--- config.mk ---
export PLATFORM = sky130hd
export DESIGN_NAME = nand_bus_seq
export DESIGN_NICKNAME = d
export VERILOG_FILES = /design/src/rtl/nbs_pkg.sv /design/src/rtl/nbs_cfg_regs.sv /design/src/rtl/nbs_bus_fsm.sv /design/src/rtl/nbs_rb_poll.sv /design/src/rtl/nand_bus_seq.sv
export SDC_FILE = /design/constraint.sdc
export NUM_CORES = 1
export LEC_CHECK = 0
export ABC_AREA = 0
export ABC_CLOCK_PERIOD_IN_PS = 5800
export BUFFER_PORTS_ARGS = -buffer_cell sky130_fd_sc_hd__buf_4
export CORE_AREA = 2 2 109 111
export DETAILED_ROUTE_END_ITERATION = 16
export DIE_AREA = 0 0 111 113
export GPL_TIMING_DRIVEN = 0
export PLACE_DENSITY = 0.73
export SLEW_MARGIN = 15
export SYNTH_ARGS = -nofsm -noshare
export SYNTH_HDL_FRONTEND = slang
export SYNTH_HIERARCHICAL = 1
export SYNTH_SLANG_ARGS = --single-unit
--- constraint.sdc ---
create_clock -name clk -period 5.8 [get_ports clk]
set_input_delay 0.58 -clock clk [delete_from_list [all_inputs] [get_ports clk]]
set_output_delay 0.58 -clock clk [all_outputs]
set_load 0.01 [all_outputs]
--- src/rtl/nbs_pkg.sv ---
// Shared types for the NAND bus timing sequencer.
// Assumes a 32-bit timing word whose field order is fixed by the pin logic.
package nbs_pkg;

    localparam int TW_W  = 32;  // timing word width
    localparam int TMO_W = 4;   // poll delay field width
    localparam int LEN_W = 7;   // phase length counter width (widest field + 1)

    // Request kinds as seen on req_kind
    typedef enum logic [1:0] {
        K_CMD  = 2'd0,
        K_ADDR = 2'd1,
        K_WDAT = 2'd2,
        K_RDAT = 2'd3
    } req_kind_t;

    // Bus phases in the order they are visited; zero-length phases are skipped
    typedef enum logic [2:0] {
        PH_IDLE  = 3'd0,
        PH_SETUP = 3'd1,
        PH_GAP   = 3'd2,
        PH_C2R   = 3'd3,
        PH_STRB  = 3'd4,
        PH_HIGH  = 3'd5,
        PH_HOLD  = 3'd6,
        PH_DONE  = 3'd7
    } phase_t;

    // Packed access timing word, most significant field first
    typedef struct packed {
        logic [3:0] ce_hold;
        logic [5:0] ce_setup;
        logic [5:0] ce_to_re;
        logic [3:0] we_to_re;
        logic [3:0] hi_hold;
        logic [3:0] wr_wait;
        logic [3:0] rd_wait;
    } timing_t;

endpackage

--- src/rtl/nbs_cfg_regs.sv ---
// Configuration holding registers: the access timing word and the
// ready/busy poll controls (delay field and enable bit).
// Assumes single-cycle writes; the last write in a cycle wins.
module nbs_cfg_regs
    import nbs_pkg::*;
#(
    parameter logic [TW_W-1:0] RESET_TIMING = 32'h2084_3322,
    parameter logic [7:0]      RESET_RBCTL  = 8'hF1
) (
    input  logic             clk,
    input  logic             rst_n,
    input  logic             cfg_we,
    input  logic             cfg_sel,
    input  logic [TW_W-1:0]  cfg_wdata,
    output logic [TW_W-1:0]  timing_word,
    output logic [TMO_W-1:0] rb_tmo,
    output logic             rb_en
);

    // Timing word register
    always_ff @(posedge clk) begin
        if (!rst_n)
            timing_word <= RESET_TIMING;
        else if (cfg_we && !cfg_sel)
            timing_word <= cfg_wdata;
    end

    // Ready/busy control fields: delay in bits 7:4, enable in bit 0
    always_ff @(posedge clk) begin
        if (!rst_n) begin
            rb_tmo <= RESET_RBCTL[7:4];
            rb_en  <= RESET_RBCTL[0];
        end else if (cfg_we && cfg_sel) begin
            rb_tmo <= cfg_wdata[7:4];
            rb_en  <= cfg_wdata[0];
        end
    end

endmodule

--- src/rtl/nbs_bus_fsm.sv ---
// One-access-at-a-time NAND bus phase sequencer. Walks SETUP, GAP, C2R,
// STRB, HIGH, HOLD and DONE, skipping phases of zero length, and decodes
// the bus pins from the current phase. Assumes the timing word is snapped
// at acceptance and that the bus input is stable around the RE# rise.
module nbs_bus_fsm
    import nbs_pkg::*;
#(
    parameter int DW = 8
) (
    input  logic            clk,
    input  logic            rst_n,
    input  logic [TW_W-1:0] timing_word,
    input  logic            req_valid,
    output logic            req_ready,
    input  logic [1:0]      req_kind,
    input  logic [DW-1:0]   req_wdata,
    output logic            done,
    output logic [DW-1:0]   rd_data,
    output logic            ce_n,
    output logic            we_n,
    output logic            re_n,
    output logic            cle,
    output logic            ale,
    output logic [DW-1:0]   dq_out,
    output logic            dq_oe,
    input  logic [DW-1:0]   dq_in
);

    localparam logic [LEN_W-1:0] ONE = LEN_W'(1);

    phase_t            ph_q;
    logic [LEN_W-1:0]  cnt_q;
    timing_t           snap_q;
    req_kind_t         kind_q;
    logic [DW-1:0]     wdata_q;
    logic              gap_pend_q;
    logic [DW-1:0]     rd_q;

    // Number of cycles a phase lasts for a given word and access kind
    function automatic logic [LEN_W-1:0] phase_len(phase_t p, timing_t t,
                                                   logic rd, logic gp);
        case (p)
            PH_SETUP: return LEN_W'(t.ce_setup);
            PH_GAP:   return (rd && gp) ? LEN_W'({t.we_to_re, 1'b1}) : '0;
            PH_C2R:   return rd ? LEN_W'(t.ce_to_re) : '0;
            PH_STRB:  return rd ? LEN_W'(t.rd_wait) + ONE : LEN_W'(t.wr_wait) + ONE;
            PH_HIGH:  return LEN_W'(t.hi_hold) + ONE;
            PH_HOLD:  return LEN_W'(t.ce_hold);
            PH_DONE:  return ONE;
            default:  return '0;
        endcase
    endfunction

    // First phase after p with a non-zero length; DONE leads back to IDLE
    function automatic phase_t phase_after(phase_t p, timing_t t,
                                           logic rd, logic gp);
        phase_t n;
        n = (p == PH_DONE) ? PH_IDLE : PH_DONE;
        for (int i = 6; i >= 1; i--) begin
            if (i > int'(p) && phase_len(phase_t'(i), t, rd, gp) != '0)
                n = phase_t'(i);
        end
        return n;
    endfunction

    logic             acc_fire;
    logic             req_rd;
    logic             cur_rd;
    logic             bus_active;
    phase_t           first_ph;
    phase_t           next_ph;
    logic [LEN_W-1:0] first_len;
    logic [LEN_W-1:0] next_len;

    // Acceptance and next-phase selection
    always_comb begin
        acc_fire  = req_valid && (ph_q == PH_IDLE);
        req_rd    = (req_kind_t'(req_kind) == K_RDAT);
        cur_rd    = (kind_q == K_RDAT);
        first_ph  = phase_after(PH_IDLE, timing_t'(timing_word), req_rd, gap_pend_q);
        first_len = phase_len(first_ph, timing_t'(timing_word), req_rd, gap_pend_q);
        next_ph   = phase_after(ph_q, snap_q, cur_rd, gap_pend_q);
        next_len  = phase_len(next_ph, snap_q, cur_rd, gap_pend_q);
    end

    // Phase register and per-phase down counter
    always_ff @(posedge clk) begin
        if (!rst_n) begin
            ph_q  <= PH_IDLE;
            cnt_q <= '0;
        end else if (acc_fire) begin
            ph_q  <= first_ph;
            cnt_q <= first_len - ONE;
        end else if (ph_q != PH_IDLE) begin
            if (cnt_q == '0) begin
                ph_q  <= next_ph;
                cnt_q <= (next_len == '0) ? '0 : next_len - ONE;
            end else begin
                cnt_q <= cnt_q - ONE;
            end
        end
    end

    // Snapshot of timing word, kind and write byte at acceptance
    always_ff @(posedge clk) begin
        if (!rst_n) begin
            snap_q  <= '0;
            kind_q  <= K_CMD;
            wdata_q <= '0;
        end else if (acc_fire) begin
            snap_q  <= timing_t'(timing_word);
            kind_q  <= req_kind_t'(req_kind);
            wdata_q <= req_wdata;
        end
    end

    // Read byte capture on the edge that ends the RE# low phase
    always_ff @(posedge clk) begin
        if (!rst_n)
            rd_q <= '0;
        else if (ph_q == PH_STRB && cur_rd && cnt_q == '0)
            rd_q <= dq_in;
    end

    // Remembers whether the last finished access raised WE#
    always_ff @(posedge clk) begin
        if (!rst_n)
            gap_pend_q <= 1'b0;
        else if (ph_q == PH_DONE)
            gap_pend_q <= !cur_rd;
    end

    // Pin decode from the phase register
    always_comb begin
        bus_active = (ph_q != PH_IDLE) && (ph_q != PH_DONE);
        ce_n       = !bus_active;
        we_n       = !(ph_q == PH_STRB && !cur_rd);
        re_n       = !(ph_q == PH_STRB && cur_rd);
        cle        = bus_active && (kind_q == K_CMD);
        ale        = bus_active && (kind_q == K_ADDR);
        dq_oe      = bus_active && !cur_rd;
        dq_out     = wdata_q;
        done       = (ph_q == PH_DONE);
        req_ready  = (ph_q == PH_IDLE);
        rd_data    = rd_q;
    end

    // A strobe only falls while chip enable is already low
    p_strobe_in_ce_r1: assert property (@(posedge clk) disable iff (!rst_n)
        ($fell(we_n) || $fell(re_n)) |-> (!ce_n && $past(!ce_n) || $past(ce_n)));

    // The byte reported after RE# rises is the one on the bus at that edge
    p_read_capture_r6: assert property (@(posedge clk) disable iff (!rst_n)
        $rose(re_n) |-> (rd_data == $past(dq_in)));

    // Latch enables and data hold steady while CE# stays low
    p_pins_steady_r7: assert property (@(posedge clk) disable iff (!rst_n)
        (!ce_n && $past(!ce_n)) |-> ($stable(cle) && $stable(ale) && $stable(dq_out)));

    // Done comes straight after the CE# low window and lasts one cycle
    p_done_after_ce_r8: assert property (@(posedge clk) disable iff (!rst_n)
        done |-> (ce_n && $past(!ce_n)));
    p_done_single_r8: assert property (@(posedge clk) disable iff (!rst_n)
        done |=> (!done && req_ready));

    // Word in use cannot move during an access
    p_snap_held_r9: assert property (@(posedge clk) disable iff (!rst_n)
        !req_ready |=> $stable(snap_q));

endmodule

--- src/rtl/nbs_rb_poll.sv ---
// Ready/busy poll unit. On an enabled start it waits delay x STEP cycles,
// samples the busy line and, while the line reads low, samples again every
// STEP cycles. Assumes the busy line is synchronized outside this block.
module nbs_rb_poll
    import nbs_pkg::*;
#(
    parameter int STEP = 16
) (
    input  logic             clk,
    input  logic             rst_n,
    input  logic [TMO_W-1:0] rb_tmo,
    input  logic             rb_en,
    input  logic             poll_start,
    input  logic             rb_line,
    output logic             poll_busy,
    output logic             poll_done
);

    localparam int CNT_W = TMO_W + $clog2(STEP);
    localparam logic [CNT_W-1:0] RELOAD = CNT_W'(STEP - 1);

    logic [CNT_W-1:0] cnt_q;
    logic             busy_q;
    logic             done_q;
    logic             go;

    // Enabled start request
    always_comb go = poll_start && rb_en;

    // Wait counter, in-progress flag and complete flag
    always_ff @(posedge clk) begin
        if (!rst_n) begin
            cnt_q  <= '0;
            busy_q <= 1'b0;
            done_q <= 1'b0;
        end else if (go) begin
            cnt_q  <= CNT_W'(rb_tmo) * CNT_W'(STEP);
            busy_q <= 1'b1;
            done_q <= 1'b0;
        end else if (busy_q) begin
            if (cnt_q != '0) begin
                cnt_q <= cnt_q - CNT_W'(1);
            end else if (rb_line) begin
                busy_q <= 1'b0;
                done_q <= 1'b1;
            end else begin
                cnt_q <= RELOAD;
            end
        end
    end

    assign poll_busy = busy_q;
    assign poll_done = done_q;

    // An enabled start clears the result and marks the unit busy
    p_start_clears_r10: assert property (@(posedge clk) disable iff (!rst_n)
        (poll_start && rb_en) |=> (poll_busy && !poll_done));

    // Completion never coexists with a running poll
    p_done_idle_r11: assert property (@(posedge clk) disable iff (!rst_n)
        poll_done |-> !poll_busy);

    // A disabled start leaves an idle unit untouched
    p_disabled_start_r12: assert property (@(posedge clk) disable iff (!rst_n)
        (poll_start && !rb_en && !poll_busy) |=> ($stable(poll_done) && !poll_busy));

endmodule

--- src/rtl/nand_bus_seq.sv ---
// Top of the NAND bus timing sequencer: configuration registers, the bus
// phase sequencer and the ready/busy poll unit. Assumes one requester and
// a busy line already brought into the clock domain.
module nand_bus_seq
    import nbs_pkg::*;
#(
    parameter int               DW           = 8,
    parameter int               POLL_STEP    = 16,
    parameter logic [TW_W-1:0]  RESET_TIMING = 32'h2084_3322
) (
    input  logic            clk,
    input  logic            rst_n,
    input  logic            cfg_we,
    input  logic            cfg_sel,
    input  logic [TW_W-1:0] cfg_wdata,
    input  logic            req_valid,
    output logic            req_ready,
    input  logic [1:0]      req_kind,
    input  logic [DW-1:0]   req_wdata,
    output logic            done,
    output logic [DW-1:0]   rd_data,
    output logic            nand_ce_n,
    output logic            nand_we_n,
    output logic            nand_re_n,
    output logic            nand_cle,
    output logic            nand_ale,
    output logic [DW-1:0]   nand_dq_out,
    output logic            nand_dq_oe,
    input  logic [DW-1:0]   nand_dq_in,
    input  logic            nand_rb,
    input  logic            poll_start,
    output logic            poll_busy,
    output logic            poll_done
);

    logic [TW_W-1:0]  timing_word;
    logic [TMO_W-1:0] rb_tmo;
    logic             rb_en;

    nbs_cfg_regs #(
        .RESET_TIMING (RESET_TIMING),
        .RESET_RBCTL  (8'hF1)
    ) u_regs (
        .clk         (clk),
        .rst_n       (rst_n),
        .cfg_we      (cfg_we),
        .cfg_sel     (cfg_sel),
        .cfg_wdata   (cfg_wdata),
        .timing_word (timing_word),
        .rb_tmo      (rb_tmo),
        .rb_en       (rb_en)
    );

    nbs_bus_fsm #(
        .DW (DW)
    ) u_fsm (
        .clk         (clk),
        .rst_n       (rst_n),
        .timing_word (timing_word),
        .req_valid   (req_valid),
        .req_ready   (req_ready),
        .req_kind    (req_kind),
        .req_wdata   (req_wdata),
        .done        (done),
        .rd_data     (rd_data),
        .ce_n        (nand_ce_n),
        .we_n        (nand_we_n),
        .re_n        (nand_re_n),
        .cle         (nand_cle),
        .ale         (nand_ale),
        .dq_out      (nand_dq_out),
        .dq_oe       (nand_dq_oe),
        .dq_in       (nand_dq_in)
    );

    nbs_rb_poll #(
        .STEP (POLL_STEP)
    ) u_poll (
        .clk        (clk),
        .rst_n      (rst_n),
        .rb_tmo     (rb_tmo),
        .rb_en      (rb_en),
        .poll_start (poll_start),
        .rb_line    (nand_rb),
        .poll_busy  (poll_busy),
        .poll_done  (poll_done)
    );

endmodule

* Word level (Yosys, flattened, before mapping) *
Cells that the tools add are included.

storage, ports and cells
  input bits = 57
  register bits after elaboration = 108
  word-level logic and storage cells = 146
  output and inout port bits = 26

cells by class
  reduce and logical (&&, ||, !) cells = 50
  add/subtract/negate cells = 10
  bitwise gates (word level) = 2
  muxes and demuxes = 36
  eq/ne operators = 22
  magnitude comparators = 6

operator list
  operator             count
  $pmux 7 s7           2
  $reduce_bool 7->1    12
  $mux 3               15
  $mux 7               6
  $mux 8               4
  $add 4x1->5 const B  6
  $eq 3x3->1 const B   10
  $sub 7x1->7 const B  3
  $logic_and 1x1->1    19
  $logic_not 7->1      2
  $eq 3x2->1 const B   4
  $mux 6               2
  $mux 5               2
  $gt 3x3->1 const A   3
  $reduce_bool 8->1    1
  $sub 8x1->8 const B  1
  $eq 3x1->1 const B   2
  $gt 2x3->1 const A   2
  $reduce_and 2->1     3
  $reduce_bool 2->1    3
  $logic_not 1->1      5
  $mux 1               5
  $eq 2x2->1 const B   2
  $gt 1x3->1 const A   1
  10 further kinds     11

* Depth between registers and ports, before layout *
  word-level depth = 15
  gate-level depth with buffers = 16
  depth with buffers taken out = 15

* Cells and area by module *
Netlist, hierarchy kept.

by module, submodules not included
  module        cells each  seq. area each (µm²)  instances  area an instance (µm²)
  nbs_bus_fsm   535         1221.2                1          4076.4
  nbs_cfg_regs  163         740.7                 1          1506.4
  nbs_rb_poll   62          200.2                 1          524.3

* Worst setup path after synthesis *
Ideal clock, no wire load.

  path kind = register to register
  from = reg u_fsm.kind_q[1]
  to = reg u_fsm.cnt_q[2]
  setup slack = 2.323 ns
  period minus slack after synthesis = 3.477 ns
  cell stages (with the launch flop) = 17
  data arrival time = 3.360 ns
  path buffers = 1
  path through = dfxtp_1 > nand2_1 > buf_2 > mux2i_1 > inv_1 > ha_1 > inv_1 > a221o_2 > a22oi_4 > mux2_2 > a21oi_1 > ha_1 > inv_1 > or3b_1 > o31a_1 > a211oi_2 > nor2_1

on the way
  cells in the longest elaborated chain, start to end = 15
  elaborated cells on any way between the ends = 29

ends and longest elaborated chain
  element                                                RTL line            RTL
  start: declaration                                     nbs_bus_fsm.sv:34   req_kind_t kind_q;
  start signal: assignment                               nbs_bus_fsm.sv:112  kind_q <= req_kind_t'(req_kind);
  $eq 2x2->1 *                                           nbs_bus_fsm.sv:79   cur_rd = (kind_q == K_RDAT);
  $mux 7                                                 nbs_bus_fsm.sv:46   PH_STRB: return rd ? LEN_W'(t.rd_wait) + ONE : LEN_W'(t.wr_wait) + ONE;
  $reduce_bool 7->1                                      nbs_bus_fsm.sv:60   if (i > int'(p) && phase_len(phase_t'(i), t, rd, gp) != '0)
  $logic_and 1x1->1                                      nbs_bus_fsm.sv:60
  $mux 3 (4 in a row)                                    nbs_bus_fsm.sv:60
  $eq 3x3->1 (tied with other cells)                     nbs_bus_fsm.sv:42   case (p)
  $pmux 7 s7 *                                           nbs_bus_fsm.sv:42
  $sub 7x1->7 / $logic_not 7->1 (equally long branches)  nbs_bus_fsm.sv:97   cnt_q <= (next_len == '0) ? '0 : next_len - ONE;
  $mux 7 *                                               nbs_bus_fsm.sv:97
  $mux 7 *                                               nbs_bus_fsm.sv:95   if (cnt_q == '0) begin
  $mux 7 *                                               nbs_bus_fsm.sv:94   end else if (ph_q != PH_IDLE) begin
  $mux 7 *                                               nbs_bus_fsm.sv:91   end else if (acc_fire) begin
  end signal: assignment                                 nbs_bus_fsm.sv:93   cnt_q <= first_len - ONE;
  end signal: assignment                                 nbs_bus_fsm.sv:97
  end signal: assignment                                 nbs_bus_fsm.sv:99   cnt_q <= cnt_q - ONE;
  end: declaration                                       nbs_bus_fsm.sv:32   logic [LEN_W-1:0] cnt_q;

Every way passes the cells marked *; elsewhere a longest branch is shown, timed or not. The select of a mux whose other input is x is not followed.
A chain may end at the register's enable or synchronous reset.

* Worst setup path in the final report *
Same ends and word-level chain as after synthesis.

==> results.toml <==
[sta]
worst_slew_pin_slew_ns = 0.944
worst_hold_slack_ns = 0.454
maxSlewViolCount = 0
setup_violations = 0
grt_setup_unrepaired = "false"
totalNegativeSetupSlack_ns = 0
min_period_ns = 4.00
timing.final.hold_violations = 0
worst_slew_margin_rel_pct = 36.9
post-route-period-util_pct = 69.0
clock-skew-final_ns = 0.00880
clock.fmax_ghz = 0.250

[yosys]
synth-async-reset-ratio_pct = 0
netlist_area_um2 = 6110
postSynth.topFlopCell = "dfxtp_1"
edff_count_synth = 0
post-synth-top-area-fraction_pct = 35.4
synth.cells.most_frequent = "nand2_1, dfxtp_1, a21boi_0"
netlist_instances = 760
synth-seq-cells = 108
cell_taking_the_most_area_after_synthesis = "dfxtp_1"
synthesis.nets = 827
synthesis.area_per_instance_um2 = 8.04
yosys.cell_count.top_type = "nand2_1"
ys_types = 79
ys_seq_area_share_pct = 35.4
ys.warnings.count = 6
synth.area.top_cells = "dfxtp_1, nand2_1, mux2i_1, a21boi_0, a21oi_1"

[floorplanning]
floorplan.rows = 39
core_area_um2 = 11300
start_util_pct = 54.2
ioPinCount = 83
die_height_um = 113
die-area_um2 = 12500
fp.dieW_um = 111

[min_path]
worstHoldStart = "nand_dq_in[0]"
hold_depth = 3
holdCritPathClass = "input port to register"

[detailed_routing]
drt_iter0_markers = 320
detailedRoute.firstPassIterationCount = 5
post_drt_wl_per_cell_um = 17.1
drt.antenna.violating_nets = 0
vias = 5843
avgViaCountPerCell = 5.84
post-route-drc-count = 0
drt-total-wl_um = 17100

[place]
globalplace.congestion = 0.895
port_buffers = 82
place_hpwl_um = 13500
dpl_cell_area_um2 = 6900

[clock_network]
clockBufferDepth = 2
worst_setup_hold_path_clk_slew_ns = 0.07
cts_tree = "yes"
post_cts.repair.setup_buffers = 0
cts_root_buf = "clkbuf_16"
cts.repair.resized = 0
ctsHtreeMaxLevel = 3
inserted_clock_buffers = 9
cts_hold_repair.buffers = 0
worstSkewPairLatency_ns = 0.35
cts_num_sinks = 108

[critical_path]
crit_buf_inv = 4
slowest_delay_ns = 0.42
critical-path-top-delay-family = "compound AO/OA/AOI/OAI gates"
cp-start-kind = "register"
required_ns = 6.04
critPathSlowestCell = "dfxtp_1"
worst-r2r-cell-count = 16
cp.arrival_ns = 4.24
critical_path.cell_chain = "nand2_1 > buf_2 > mux2i_1 > inv_1 > ha_1 > inv_1 > a221o_2 > a22oi_4 > mux2_2 > a21oi_1 > ha_1 > inv_1 > or3b_1 > o31a_1 > a211oi_2 > nor2_1"
timing.critical_path.fanout_max = 10
crit_start = "u_fsm/kind_q[1]$_SDFFE_PN0P_"
reg2reg_from = "u_fsm/kind_q[1]$_SDFFE_PN0P_"
crit_type = "register to register"
critical-path-top-cell-by-count = "inv_1"
timing.critical_path.depth = 16
cp-end-kind = "register"

[final_layout]
area_growth_syn_to_layout_pct = 17.5
layout.filler_cells = 1027
finalCoreUtilization_pct = 63.7
stdcell_area_um2 = 7180
post_route_cells_drive_above_1_share_pct = 15.9
nNetsFinal = 920
antenna-diode-count = 0

[global_route]
via_count_of_the_first_global_routing_pass = 5591
grt_max_degree = 17
globalRouteTotalUtil_pct = 27.4
global_route_wire_length_before_repair_um = 27600
grt_overflow_total = 0
initial_antenna_violation_count = 0

[pwr]
p_per_area_nw_per_um2 = 366
vdd_drop_max_mv = 0.198
static-leakage-power_uw = 0.00297

[run_status]
outcome = "complete, no violations"

[flow_run]
drv.max_cap_violation_count = 0
metal layers:
layer | part of all wire [%] | global-route usage, % | wire length, um
met1 | 43 | 34.4 | 7400
met2 | 49 | 47.2 | 8300
met3 | 5.1 | 4.02 | 877
met4 | 2.9 | 12.1 | 501
met5 | 0 | 0 | 0
sequential cells by signal, summed over array words and instances, names as in the netlist:
signal and flops:
u_regs/rb_en 1, u_fsm/snap_q 32, u_fsm/dq_out 8, u_regs/rb_tmo 4, u_fsm/gap_pend_q 1, u_fsm/ph_q 3
u_poll/poll_done 1, u_fsm/kind_q 2, u_fsm/cnt_q 7, u_regs/timing_word 32, u_poll/cnt_q 8, u_fsm/rd_data 8
u_poll/poll_busy 1
cells by family (layout without fill, tap and decap cells):
group,count (synthesis),count (layout),synth area share [%]
and+or+nand+nor,320,320,24.5
AOI/OAI and AO/OA,187,187,22.9
DFF,108,108,35.4
buffers and inverters,77,175,5.74
muxes,46,46,7.74
xor gates and xnor gates,12,12,1.72
adders and majority gates,10,10,2.05
cells in the final DEF (no fill, tap or decap), types with 11 or more instances in the layout:
cell      instances
nand3_1          24
buf_4            82
nand3b_1         12
mux2i_1          39
o21ai_0          20
nor3_1           11
dfxtp_1         108
clkbuf_1         32
nand2_1         177
nor2b_1          11
o211ai_1         14
a21boi_0         41
nor2_1           36
inv_1            37
a21oi_1          33
worst paths after layout:
| check | end | slack [ns] |
|---|---|---|
| min reg2reg | u_fsm/snap_q[1]$_SDFFE_PN0P_ | 0.47 |
| max | u_fsm/cnt_q[2]$_SDFFE_PN0P_ | 1.80 |
| min | u_fsm/rd_data[0]$_SDFFE_PN0P_ | 0.45 |
| max reg2reg | u_fsm/cnt_q[2]$_SDFFE_PN0P_ | 1.80 |
metrics by stage:
stage,total power [uW],setup WS [ns],instances
2_1_floorplan,1700,2.32,760
3_3_place_gp,2020,1.92,985
3_5_place_dp,2050,1.82,985
4_1_cts,2630,1.81,1001
5_1_grt,2790,1.55,1001
6_report,2630,1.80,1001
cell type report:
type,count,area (um^2),share of cell area [%]
plain buffers,40,211,2.95
repair buffers,82,616,8.58
clock inverters,3,22.5,0.314
inverters,37,139,1.94
multi-input cells,575,3600,50.1
well taps,143,179,2.49
clock buffers,13,250,3.49
flip-flops and latches,108,2160,30.1
where the power goes:
group          total [uW]  switching, uW  leakage [uW]  internal, uW
clock network         574            269      0.000134           305
registers             932           93.0      0.000884           839
logic                1120            698       0.00195           425
worst min-delay path, delay by kind of cell:
family / cells / cell delay [ns]
buf+inv: 1 / 0.08
mux: 1 / 0.05
simple gates: 1 / 0.07
Note: power is estimated with default switching activity, not from simulation.
